**src/rtl/irq_gate_pkg.sv**
```systemverilog
package irq_gate_pkg;
  localparam int unsigned IPL_W = 3;
  localparam int unsigned SYNC_DEPTH = 2;

  function automatic logic lvl_wins(input logic [IPL_W-1:0] lvl,
                                    input logic [IPL_W-1:0] mask);
    return (lvl > mask) || (&lvl);
  endfunction
endpackage

```
**src/rtl/irq_sync.sv**
```systemverilog
module irq_sync #(
  parameter int unsigned W      = 3,
  parameter int unsigned STAGES = 2
) (
  input  logic         clk_i,
  input  logic         rst_ni,
  input  logic [W-1:0] d_i,
  output logic [W-1:0] q_o
);
  logic [W-1:0] chain_q [STAGES];

  for (genvar s = 0; s < STAGES; s++) begin : g_stage
    always_ff @(posedge clk_i or negedge rst_ni) begin
      if (!rst_ni) chain_q[s] <= '0;
      else if (s == 0) chain_q[s] <= d_i;
      else chain_q[s] <= chain_q[(s == 0) ? 0 : s-1];
    end
  end

  assign q_o = chain_q[STAGES-1];
endmodule

```
**src/rtl/irq_latch.sv**
```systemverilog
module irq_latch #(
  parameter int unsigned W = 3
) (
  input  logic         clk_i,
  input  logic         rst_ni,
  input  logic         latch_pt_i,
  input  logic [W-1:0] lvl_i,
  input  logic         taken_i,
  output logic         pend_o,
  output logic [W-1:0] lvl_o
);
  logic         pend_q;
  logic [W-1:0] lvl_q;

  // a fresh capture overrides the clear from a same-cycle take
  always_ff @(posedge clk_i or negedge rst_ni) begin
    if (!rst_ni) begin
      pend_q <= 1'b0;
      lvl_q  <= '0;
    end else if (latch_pt_i) begin
      pend_q <= |lvl_i;
      lvl_q  <= lvl_i;
    end else if (taken_i) begin
      pend_q <= 1'b0;
    end
  end

  assign pend_o = pend_q;
  assign lvl_o  = lvl_q;
endmodule

```
**src/rtl/irq_decide.sv**
```systemverilog
module irq_decide
  import irq_gate_pkg::*;
#(
  parameter int unsigned W = IPL_W
) (
  input  logic         clk_i,
  input  logic         rst_ni,
  input  logic         instr_end_i,
  input  logic         pend_i,
  input  logic [W-1:0] lvl_i,
  input  logic [W-1:0] mask_i,
  output logic         hit_o,
  output logic         take_o,
  output logic [W-1:0] take_lvl_o
);
  logic         take_q;
  logic [W-1:0] take_lvl_q;
  logic         above;

  always_comb begin
    above = (lvl_i > mask_i) || (&lvl_i);
    hit_o = instr_end_i && pend_i && above;
  end

  always_ff @(posedge clk_i or negedge rst_ni) begin
    if (!rst_ni) begin
      take_q     <= 1'b0;
      take_lvl_q <= '0;
    end else begin
      take_q <= hit_o;
      if (hit_o) take_lvl_q <= lvl_i;
    end
  end

  assign take_o     = take_q;
  assign take_lvl_o = take_lvl_q;
endmodule

```
**src/rtl/irq_gate.sv**
```systemverilog
module irq_gate
  import irq_gate_pkg::*;
#(
  parameter int unsigned LVL_W  = IPL_W,
  parameter int unsigned STAGES = SYNC_DEPTH
) (
  input  logic             clk_i,
  input  logic             rst_ni,
  input  logic [LVL_W-1:0] ipl_ni,
  input  logic             latch_pt_i,
  input  logic             instr_end_i,
  input  logic [LVL_W-1:0] mask_i,
  output logic             take_o,
  output logic [LVL_W-1:0] take_lvl_o
);
  logic [LVL_W-1:0] lvl_raw, lvl_sync, lvl_held;
  logic             pend, hit;

  assign lvl_raw = ~ipl_ni;

  irq_sync #(.W(LVL_W), .STAGES(STAGES)) i_sync (
    .clk_i (clk_i),
    .rst_ni(rst_ni),
    .d_i   (lvl_raw),
    .q_o   (lvl_sync)
  );

  irq_latch #(.W(LVL_W)) i_latch (
    .clk_i     (clk_i),
    .rst_ni    (rst_ni),
    .latch_pt_i(latch_pt_i),
    .lvl_i     (lvl_sync),
    .taken_i   (hit),
    .pend_o    (pend),
    .lvl_o     (lvl_held)
  );

  irq_decide #(.W(LVL_W)) i_decide (
    .clk_i      (clk_i),
    .rst_ni     (rst_ni),
    .instr_end_i(instr_end_i),
    .pend_i     (pend),
    .lvl_i      (lvl_held),
    .mask_i     (mask_i),
    .hit_o      (hit),
    .take_o     (take_o),
    .take_lvl_o (take_lvl_o)
  );
endmodule

```
**config.mk**
```make
export PLATFORM = sky130hd
export DESIGN_NAME = irq_gate
export DESIGN_NICKNAME = d
export VERILOG_FILES = /design/src/rtl/irq_gate_pkg.sv /design/src/rtl/irq_sync.sv /design/src/rtl/irq_latch.sv /design/src/rtl/irq_decide.sv /design/src/rtl/irq_gate.sv
export SDC_FILE = /design/constraint.sdc
export NUM_CORES = 1
export LEC_CHECK = 0
export BUFFER_PORTS_ARGS = -buffer_cell sky130_fd_sc_hd__buf_4
export CAP_MARGIN = 20
export CORE_AREA = 2 2 39 41
export CTS_CLUSTER_DIAMETER = 100
export CTS_CLUSTER_SIZE = 28
export DETAILED_ROUTE_END_ITERATION = 12
export DIE_AREA = 0 0 41 43
export PLACE_DENSITY = 0.73
export SYNTH_ARGS = -nofsm -noshare
export SYNTH_HDL_FRONTEND = slang
export SYNTH_SLANG_ARGS = --single-unit
```
**constraint.sdc**
```tcl
create_clock -name clk_i -period 4.4 [get_ports clk_i]
set_clock_uncertainty 0.2 [all_clocks]
set_input_delay 0.22 -clock clk_i [delete_from_list [all_inputs] [get_ports clk_i]]
set_output_delay 0.22 -clock clk_i [all_outputs]
set_load 0.05 [all_outputs]
```
==> results_dict.tcl, run 1 <==
set metrics [dict create \
    status "completed" \
    fmax_mhz 590 \
    drt-total-wl_um 1090 \
    crit_type "flip-flop to flip-flop" \
    cap_violations 0 \
    std_cell_rows 14 \
    seq_area_frac_synth_pct 56.9 \
    grt_max_degree 15 \
    dp_hpwl_um 812 \
    syn_avg_cell_area_um2 11.6 \
    ioPinCount 14 \
    h-tree-depth 1 \
    min_from "instr_end_i" \
    gp_congestion 0.744 \
    ctsResizeCount 0 \
    vias_per_cell 5.08 \
    hold_depth 3 \
    synth_nets 66 \
    critPathSlowestCell "dfrtp_1" \
    overflow 0 \
    rsz0062_at_grt "no" \
    design_area_um2 820 \
    cts_buffers 3 \
    r2r-end "i_latch.pend_o" \
    hold_class "input port to flip-flop" \
    layout_min_cycle_time_ns 1.69 \
    post_drt_wl_per_cell_um 12.0 \
    r2r_cells 4 \
    port-buffer-count 13 \
    yosys_warnings 0 \
    crit_chain "ha_1 > nand3b_1 > a21o_1 > a41o_1" \
    coreArea_um2 1380 \
    cp.depth 4 \
    fillCellCount 117 \
    drt_iter0_markers 3 \
    cts_root_buf "clkbuf_4" \
    post-place-ws_ns 2.72 \
    r2r_start "i_latch.lvl_o[2]" \
    tritoncts "done" \
    yosysUniqueCellTypes 20 \
    detail-route-antenna-nets 0 \
    arrival_ns 1.66 \
    die-area_um2 1760 \
    slew_headroom_pct 82.8 \
    route.vias.total 462 \
    cp_slowest_stage_delay_ns 0.41 \
    cp-end-kind "flip-flop" \
    placed_area_um2 733 \
    layout_commonest_cell "dfrtp_1" \
    area_growth_pct 33.1 \
    period_share_pct 38.5 \
    setup_viol 0 \
    grt_pass1_vias 449 \
    rrSetupSlack_ns 2.71 \
    die_h_um 43 \
    clk_path_buf_depth 2 \
    hold_viol_final 0 \
    gr-usage-all-layers_pct 16.4 \
    clock_sinks 14 \
    layout-drive-gt1-share_pct 34.7 \
    nNetsFinal 89 \
    initial_utilization_pct 44.5 \
    clkLatencyLatePin_ns 0.28 \
    crit_path_max_fanout 5 \
    power.density_nw_per_um2 467 \
    setup_tns_ns 0 \
    cp.buffers_inverters 0 \
    cts_hold_buf 5 \
    netlist.area_leader.share_pct 56.9 \
    syn_area_um2 616 \
    fin_util_pct 59.2 \
    peakVddDrop_v 0.000301 \
    ys_ff_latch 14 \
    layout_common_cells "dfrtp_1, buf_4, inv_1, dlygate4sd3_1, nand3_1" \
    hold_end "i_decide.take_o" \
    drc 0 \
    antenna_found_initial 0 \
    required_ns 4.37 \
    startpoint_type "flip-flop" \
    synth_area_leaders "dfrtp_1, ha_1, inv_1" \
    cts_setup_buffers 0 \
    firstDrtPassIters 4 \
    grt_pass1_wl_um 1900 \
    slew_violations 0 \
    die_x_um 41 \
    clk_pin_slew_ns 0.08 \
    synthCells 53 \
    timing.final.ws_setup_ns 2.71 \
    insertedDiodeCount 0 \
    tightest_slew_ns 0.258 \
    synth_top_area_cell "dfrtp_1" \
    critical_path.top_delay_family "compound AO/OA/AOI/OAI gates" \
    p_leak_nw 0.404 \
]
## worst max path at each step
stage	start	endpoint
finish	i_latch.lvl_o[2]	i_latch.pend_o
global route	i_latch.lvl_o[2]	i_decide.take_lvl_o[1]
CTS	i_latch.lvl_o[2]	i_latch.pend_o
detailed placement	i_latch.lvl_o[2]	i_latch.pend_o
global placement	i_latch.lvl_o[1]	i_latch.pend_o
floorplan	i_latch.lvl_o[2]	i_latch.pend_o
## worst register-to-register path, delay by kind of cell (launching register included)
family          cells  cell delay (ns)
compound gates      2             0.45
flops               1             0.41
fa+ha+maj           1             0.33
simple gates        1             0.19
## synthesized netlist by cell type
| cell | instances |
|---|---|
| o211ai_1 | 3 |
| nor3_1 | 1 |
| a21oi_2 | 1 |
| ha_1 | 3 |
| a21oi_1 | 1 |
| nand3_1 | 4 |
| nand3b_1 | 1 |
| nand2_1 | 2 |
| a211oi_2 | 1 |
| o22ai_1 | 1 |
| mux2_2 | 2 |
| a41o_1 | 1 |
| and3_2 | 1 |
| a211o_2 | 3 |
| a21o_1 | 1 |
| or2_2 | 1 |
| nand2b_1 | 1 |
| o21ai_0 | 1 |
| dfrtp_1 | 14 |
| inv_1 | 10 |
## stage by stage
step,power (mW),std cells,hold WS [ns]
final,0.382,91,0.0761
after global routing,0.401,91,0.0882
after CTS,0.385,91,0.0736
after detailed placement,0.292,82,-0.125
after global placement,0.288,82,-0.125
after floorplan,0.248,53,-0.276
## layer usage
layer / up-vias / routed length, um / global-route usage [%]
li1: 230 / - / -
met1: 218 / 496 / 23.6
met2: 10 / 500 / 20.9
met3: 4 / 55 / 2.09
met4: 0 / 36 / 14.0
met5: - / 0 / 0
## power by group
part | switching (mW) | internal, mW | leakage (nW) | total (mW)
Sequential | 0.0136 | 0.149 | 0.166 | 0.163
Clock | 0.0400 | 0.0503 | 0.0210 | 0.0903
Combinational | 0.0825 | 0.0470 | 0.217 | 0.129
## sequential cells by signal, indices dropped and copies added, names as in the netlist
signal	cells
i_sync.q_o	3
i_sync.chain_q	3
i_decide.take_o	1
i_latch.pend_o	1
i_latch.lvl_o	3
i_decide.take_lvl_o	3
## kinds of logic after synthesis
logic type      Yosys count  synth area share [%]
simple gates             11                  9.76
mux                       2                  3.66
fa+ha+maj                 3                  6.10
compound gates           13                  17.5
buf+inv                  10                  6.10
flops                    14                  56.9
## final cells by class
cell class | count | area, um^2 | area share (%)
Inverter | 10 | 37.5 | 4.58
Clock buffer | 4 | 36.3 | 4.43
Tap cell | 16 | 20.0 | 2.44
Multi-Input combinational cell | 29 | 228 | 27.8
Sequential cell | 14 | 350 | 42.7
Timing Repair Buffer | 18 | 148 | 18.0
No activity file was read; power rests on OpenSTA's default activity.
==> inputs of run 2 (changes only) <==
clock period = 1.6 ns   (was 4.4 ns; I/O delays follow)
==> run 2 against run 1 <==
Net effect:
- the run now ends with hold timing, setup timing left
- critical endpoint is now i_decide.take_lvl_o[0]
- core utilization is 4.3 points higher
- die area stayed put
- sequential cell count stayed put
- sequential power grew to 2.7 times the previous value
- worst hold slack worse by 0.097 ns
- non-clock buffer count is 6 higher
- power grew to 2.8 times the previous value
- register-to-register slack worse by 2.7 ns
- largest power group unchanged
- global-route usage is 0.79 points lower
==> results_dict.tcl, run 2 (synthesized netlist as in run 1, its figures left out) <==
set metrics [dict create \
    clk_path_buf_depth 2 \
    intPower_mw 0.697 \
    area_growth_pct 42.9 \
    gr-usage-all-layers_pct 15.6 \
    nNetsFinal 95 \
    port-buffer-count 13 \
    r2r_cells 4 \
    crit_path_max_fanout 5 \
    cp.buffers_inverters 0 \
    coreArea_um2 1380 \
    crit_chain "ha_4 > nand3b_1 > a211oi_2 > o211ai_1" \
    tightest_slew_ns 0.268 \
    cp-end-kind "flip-flop" \
    cp.depth 4 \
    swShare_pct 35.2 \
    die_x_um 41 \
    critPathSlowestCell "dfrtp_1" \
    rsz0062_at_grt "yes" \
    timing.final.ws_setup_ns -0.0134 \
    detail-route-antenna-nets 0 \
    post_drt_wl_per_cell_um 12.1 \
    clock_sinks 14 \
    std_cell_rows 14 \
    holdWs_ns -0.0211 \
    fmax_mhz 620 \
    clkPwrFrac_pct 23.2 \
    layout_min_cycle_time_ns 1.61 \
    startpoint_type "flip-flop" \
    h-tree-depth 1 \
    grt_max_degree 15 \
    slew_violations 0 \
    power.density_nw_per_um2 1220 \
    layout_common_cells "buf_4, dfrtp_1, inv_1, dlygate4sd3_1, nand3_1" \
    antenna_found_initial 0 \
    p_sw_mw 0.379 \
    gp_congestion 0.726 \
    status "finished, violations left" \
    critical_path.top_delay_family "flip-flops" \
    drt_iter0_markers 7 \
    violations "hold timing, setup timing" \
    r2r-end "i_decide.take_lvl_o[0]" \
    cts_buffers 3 \
    drt-total-wl_um 1170 \
    cp_slowest_stage_delay_ns 0.42 \
    peakVddDrop_v 0.000667 \
    initial_utilization_pct 44.5 \
    critPathLaunch "i_latch.lvl_o[2]" \
    p_leak_nw 0.432 \
    arrival_ns 1.57 \
    setup_viol 3 \
    layout-drive-gt1-share_pct 39.5 \
    layout_commonest_cell "buf_4" \
    grt_pass1_vias 447 \
    drc 0 \
    design_area_um2 880 \
    fin_util_pct 63.6 \
    clk_pin_slew_ns 0.09 \
    overflow 0 \
    vias_per_cell 5.06 \
    route.vias.total 491 \
    rrSetupSlack_ns -0.01 \
    die-area_um2 1760 \
    crit_type "flip-flop to flip-flop" \
    die_h_um 43 \
    hold_viol_final 14 \
    r2r_start "i_latch.lvl_o[2]" \
    insertedDiodeCount 0 \
    period_share_pct 101 \
    combPwrFrac_pct 35.7 \
    cts_root_buf "clkbuf_4" \
    ioPinCount 14 \
    cap_violations 0 \
    dp_hpwl_um 845 \
    seq_power_share_pct 41.1 \
    slew_headroom_pct 82.1 \
    hold_class "input port to asynchronous set/reset pin" \
    grt_pass1_wl_um 1750 \
    clkLatencyLatePin_ns 0.27 \
    placed_area_um2 748 \
    required_ns 1.56 \
    firstDrtPassIters 4 \
    tritoncts "done" \
]
-- run 2: cell types whose count changed in the layout (fill, tap and decap cells not counted), sizes merged --
cell and delta:
dlygate4sd3 +1, buf +5
-- run 2: through the flow --
step                setup TNS (ns)  std cells  worst slack, ns  power, mW
detailed placement          -0.188         84          -0.0568      0.807
CTS                        -0.0823         95          -0.0333       1.08
global route                -0.283         97          -0.0930       1.12
finish                     -0.0276         97          -0.0134       1.08
floorplan                        0         53          0.00914      0.682
global placement           -0.0404         84          -0.0397      0.801
-- run 2: worst register-to-register path: cells and delay by family (launching register included) --
family,cells,cell delay [ns]
DFF,1,0.42
adders and majority gates,1,0.29
and+or+nand+nor,1,0.18
AOI/OAI and AO/OA,2,0.42
-- run 2: routing by layer --
| metal | part of all wire, % | routed length (um) | track usage, % | vias to the layer above |
|---|---|---|---|---|
| met3 | 5.2 | 61 | 4.71 | 2 |
| met1 | 44 | 521 | 17.7 | 234 |
| met5 | 0 | 0 | 0 | - |
| met4 | 1.5 | 18 | 10.0 | 0 |
| met2 | 49 | 571 | 24.1 | 12 |
| li1 | - | - | - | 243 |
-- run 2: power by group through the flow --
stage / Sequential [mW] / Clock (mW) / Combinational, mW
after floorplan: 0.581 / 0 / 0.101
after global placement: 0.445 / 0 / 0.355
after detailed placement: 0.449 / 0 / 0.358
after CTS: 0.443 / 0.256 / 0.376
after global routing: 0.448 / 0.270 / 0.407
final: 0.443 / 0.249 / 0.383
-- run 2: final cells by class --
type	count	area (um^2)
Clock buffer	4	36.3
Fill cell	110	504
Sequential cell	14	350
Tap cell	16	20.0
Multi-Input combinational cell	29	240
Inverter	10	37.5
Timing Repair Buffer	24	195
-- run 2: worst max-delay path by stage --
stage                        endpoint
5_1_grt        i_decide.take_lvl_o[2]
4_1_cts        i_decide.take_lvl_o[2]
3_3_place_gp           i_latch.pend_o
3_5_place_dp           i_latch.pend_o
6_report       i_decide.take_lvl_o[0]
2_1_floorplan          i_latch.pend_o
-- run 2: repair_timing --
item,in CTS,in global routing
setup buffers,0,3
resized for setup,1,0
hold buffers,7,0
hold endpoints to repair,22,0
endpoints found under the setup margin,4,19
pin swaps,4,1
==> inputs of run 3 (changes only) <==
PLACE_DENSITY = 0.7   (was 0.73)
==> run 3 against run 2 <==
Net effect:
- the flow finishes with violations (setup timing)
- sequential share of layout area increased by 0.87 points
- non-clock buffer count decreased by 1
- cell count decreased by 2.1%
- worst hold slack improved by 0.17 ns
- first-iteration DRC count increased by 130%
- die area unchanged
- sequential power about the same
- design area decreased by 2.1%
- largest power group unchanged
==> results_dict.tcl, run 3 (synthesized netlist as in run 1, its figures left out) <==
set metrics [dict create \
    coreArea_um2 1380 \
    drt-total-wl_um 1210 \
    grtUsageMet3_pct 4.71 \
    die_h_um 43 \
    vias_per_cell 5.16 \
    die-area_um2 1760 \
    fmax_mhz 624 \
    setup_viol 1 \
    busiest_layer "met2" \
    cap_violations 0 \
    rsz0062_at_grt "yes" \
    port-buffer-count 13 \
    design_area_um2 861 \
    gr-usage-all-layers_pct 16.4 \
    dp_hpwl_um 886 \
    cts_setup_buffers 0 \
    firstDrtPassIters 4 \
    layout_commonest_cell "buf_4" \
    timing.final.ws_setup_ns -0.00199 \
    layout_common_cells "buf_4, dfrtp_1, inv_1, dlygate4sd3_1, nand3_1" \
    crit_type "flip-flop to flip-flop" \
    drc 0 \
    route.vias.total 490 \
    std_cell_rows 14 \
    ioPinCount 14 \
    post_drt_wl_per_cell_um 12.7 \
    grt_pass1_wl_um 1900 \
    initial_utilization_pct 44.5 \
    die_x_um 41 \
    clock_sinks 14 \
    violations "setup timing" \
    use_met1_pct 18.7 \
    cts_root_buf "clkbuf_4" \
    clk_pin_slew_ns 0.07 \
    peakVddDrop_v 0.000743 \
    cts_buffers 3 \
    clkLatencyLatePin_ns 0.27 \
    grt_pass1_vias 466 \
    hold_depth 0 \
    overflow 0 \
    power.density_nw_per_um2 1170 \
    use_met2_pct 26.6 \
    h-tree-depth 1 \
    status "finished, violations left" \
    detail-route-antenna-nets 0 \
    layout_min_cycle_time_ns 1.60 \
    layout-drive-gt1-share_pct 36.7 \
    startpoint_type "flip-flop" \
    slew_headroom_pct 81.7 \
    grt_max_degree 15 \
    gp_congestion 0.776 \
    cp-end-kind "flip-flop" \
    antenna_found_initial 0 \
    drt_iter0_markers 16 \
    hold_viol_final 0 \
    crit_path_max_fanout 5 \
    required_ns 1.55 \
    p_leak_nw 0.419 \
    insertedDiodeCount 0 \
    clk_path_buf_depth 2 \
    slew_violations 0 \
    tightest_slew_ns 0.274 \
    arrival_ns 1.55 \
    total_power_mw 1.01 \
    area_growth_pct 39.8 \
    tritoncts "done" \
    placed_area_um2 756 \
    r2r_cells 4 \
    period_share_pct 100 \
    nNetsFinal 94 \
    hold_class "flip-flop to flip-flop" \
]
[run 3: power by group]
part	total (mW)	internal [mW]	switching, mW
Combinational	0.380	0.145	0.235
Clock	0.185	0.0870	0.0981
Sequential	0.444	0.410	0.0347
Total	1.01	0.641	0.368
[run 3: area by class of cell]
class	instances	area [um^2]
repair buffers	23	190
flip-flops and latches	14	350
clock buffers	3	22.5
inverters	10	37.5
fillers	121	523
multi-input cells	29	240
well taps	16	20.0
[run 3: path summary, 6_finish.rpt]
path,slack [ns],startpoint,end
max,-0.002,i_latch.lvl_o[2],i_decide.take_lvl_o[2]
max reg2reg,-0.002,i_latch.lvl_o[2],i_decide.take_lvl_o[2]
min in group asynchronous,0.59,rst_ni,i_sync.chain_q[3]
min reg2reg,0.15,i_sync.chain_q[3],i_sync.q_o[0]
min,0.15,i_sync.chain_q[3],i_sync.q_o[0]
max in group asynchronous,0.45,rst_ni,i_sync.chain_q[4]
[run 3: critical path, cell delays in order, from the launching register on]
cell and delay, ns:
dfrtp_1 0.41, ha_4 0.28, nand3b_1 0.18, a211oi_2 0.29, o211ai_1 0.12
[run 3: what timing repair did]
item,in CTS,in global routing
pin swaps,4,1
setup endpoints to repair,4,19
cloned,0,0
hold buffers,7,1
gates resized for setup,1,0
endpoints found under the hold margin,22,2
[run 3: metrics by stage]
step                      hold slack (ns)  setup TNS, ns  std cells  util (%)  worst slack, ns
after floorplan                    -0.416              0         53         -          0.00914
after global placement             -0.265        -0.0199         85      54.6          -0.0199
after detailed placement           -0.264        -0.0699         85      54.6          -0.0472
after CTS                           0.153       -0.00582         95      62.2         -0.00415
after global routing                0.167         -0.229         95      62.2          -0.0572
final                               0.151       -0.00199         95      62.2         -0.00199
[run 3: per-layer routing]
metal / routed length (um) / vias up
li1: - / 243
met1: 497 / 229
met2: 621 / 16
met3: 74 / 2
met4: 12 / 0
met5: 0 / -
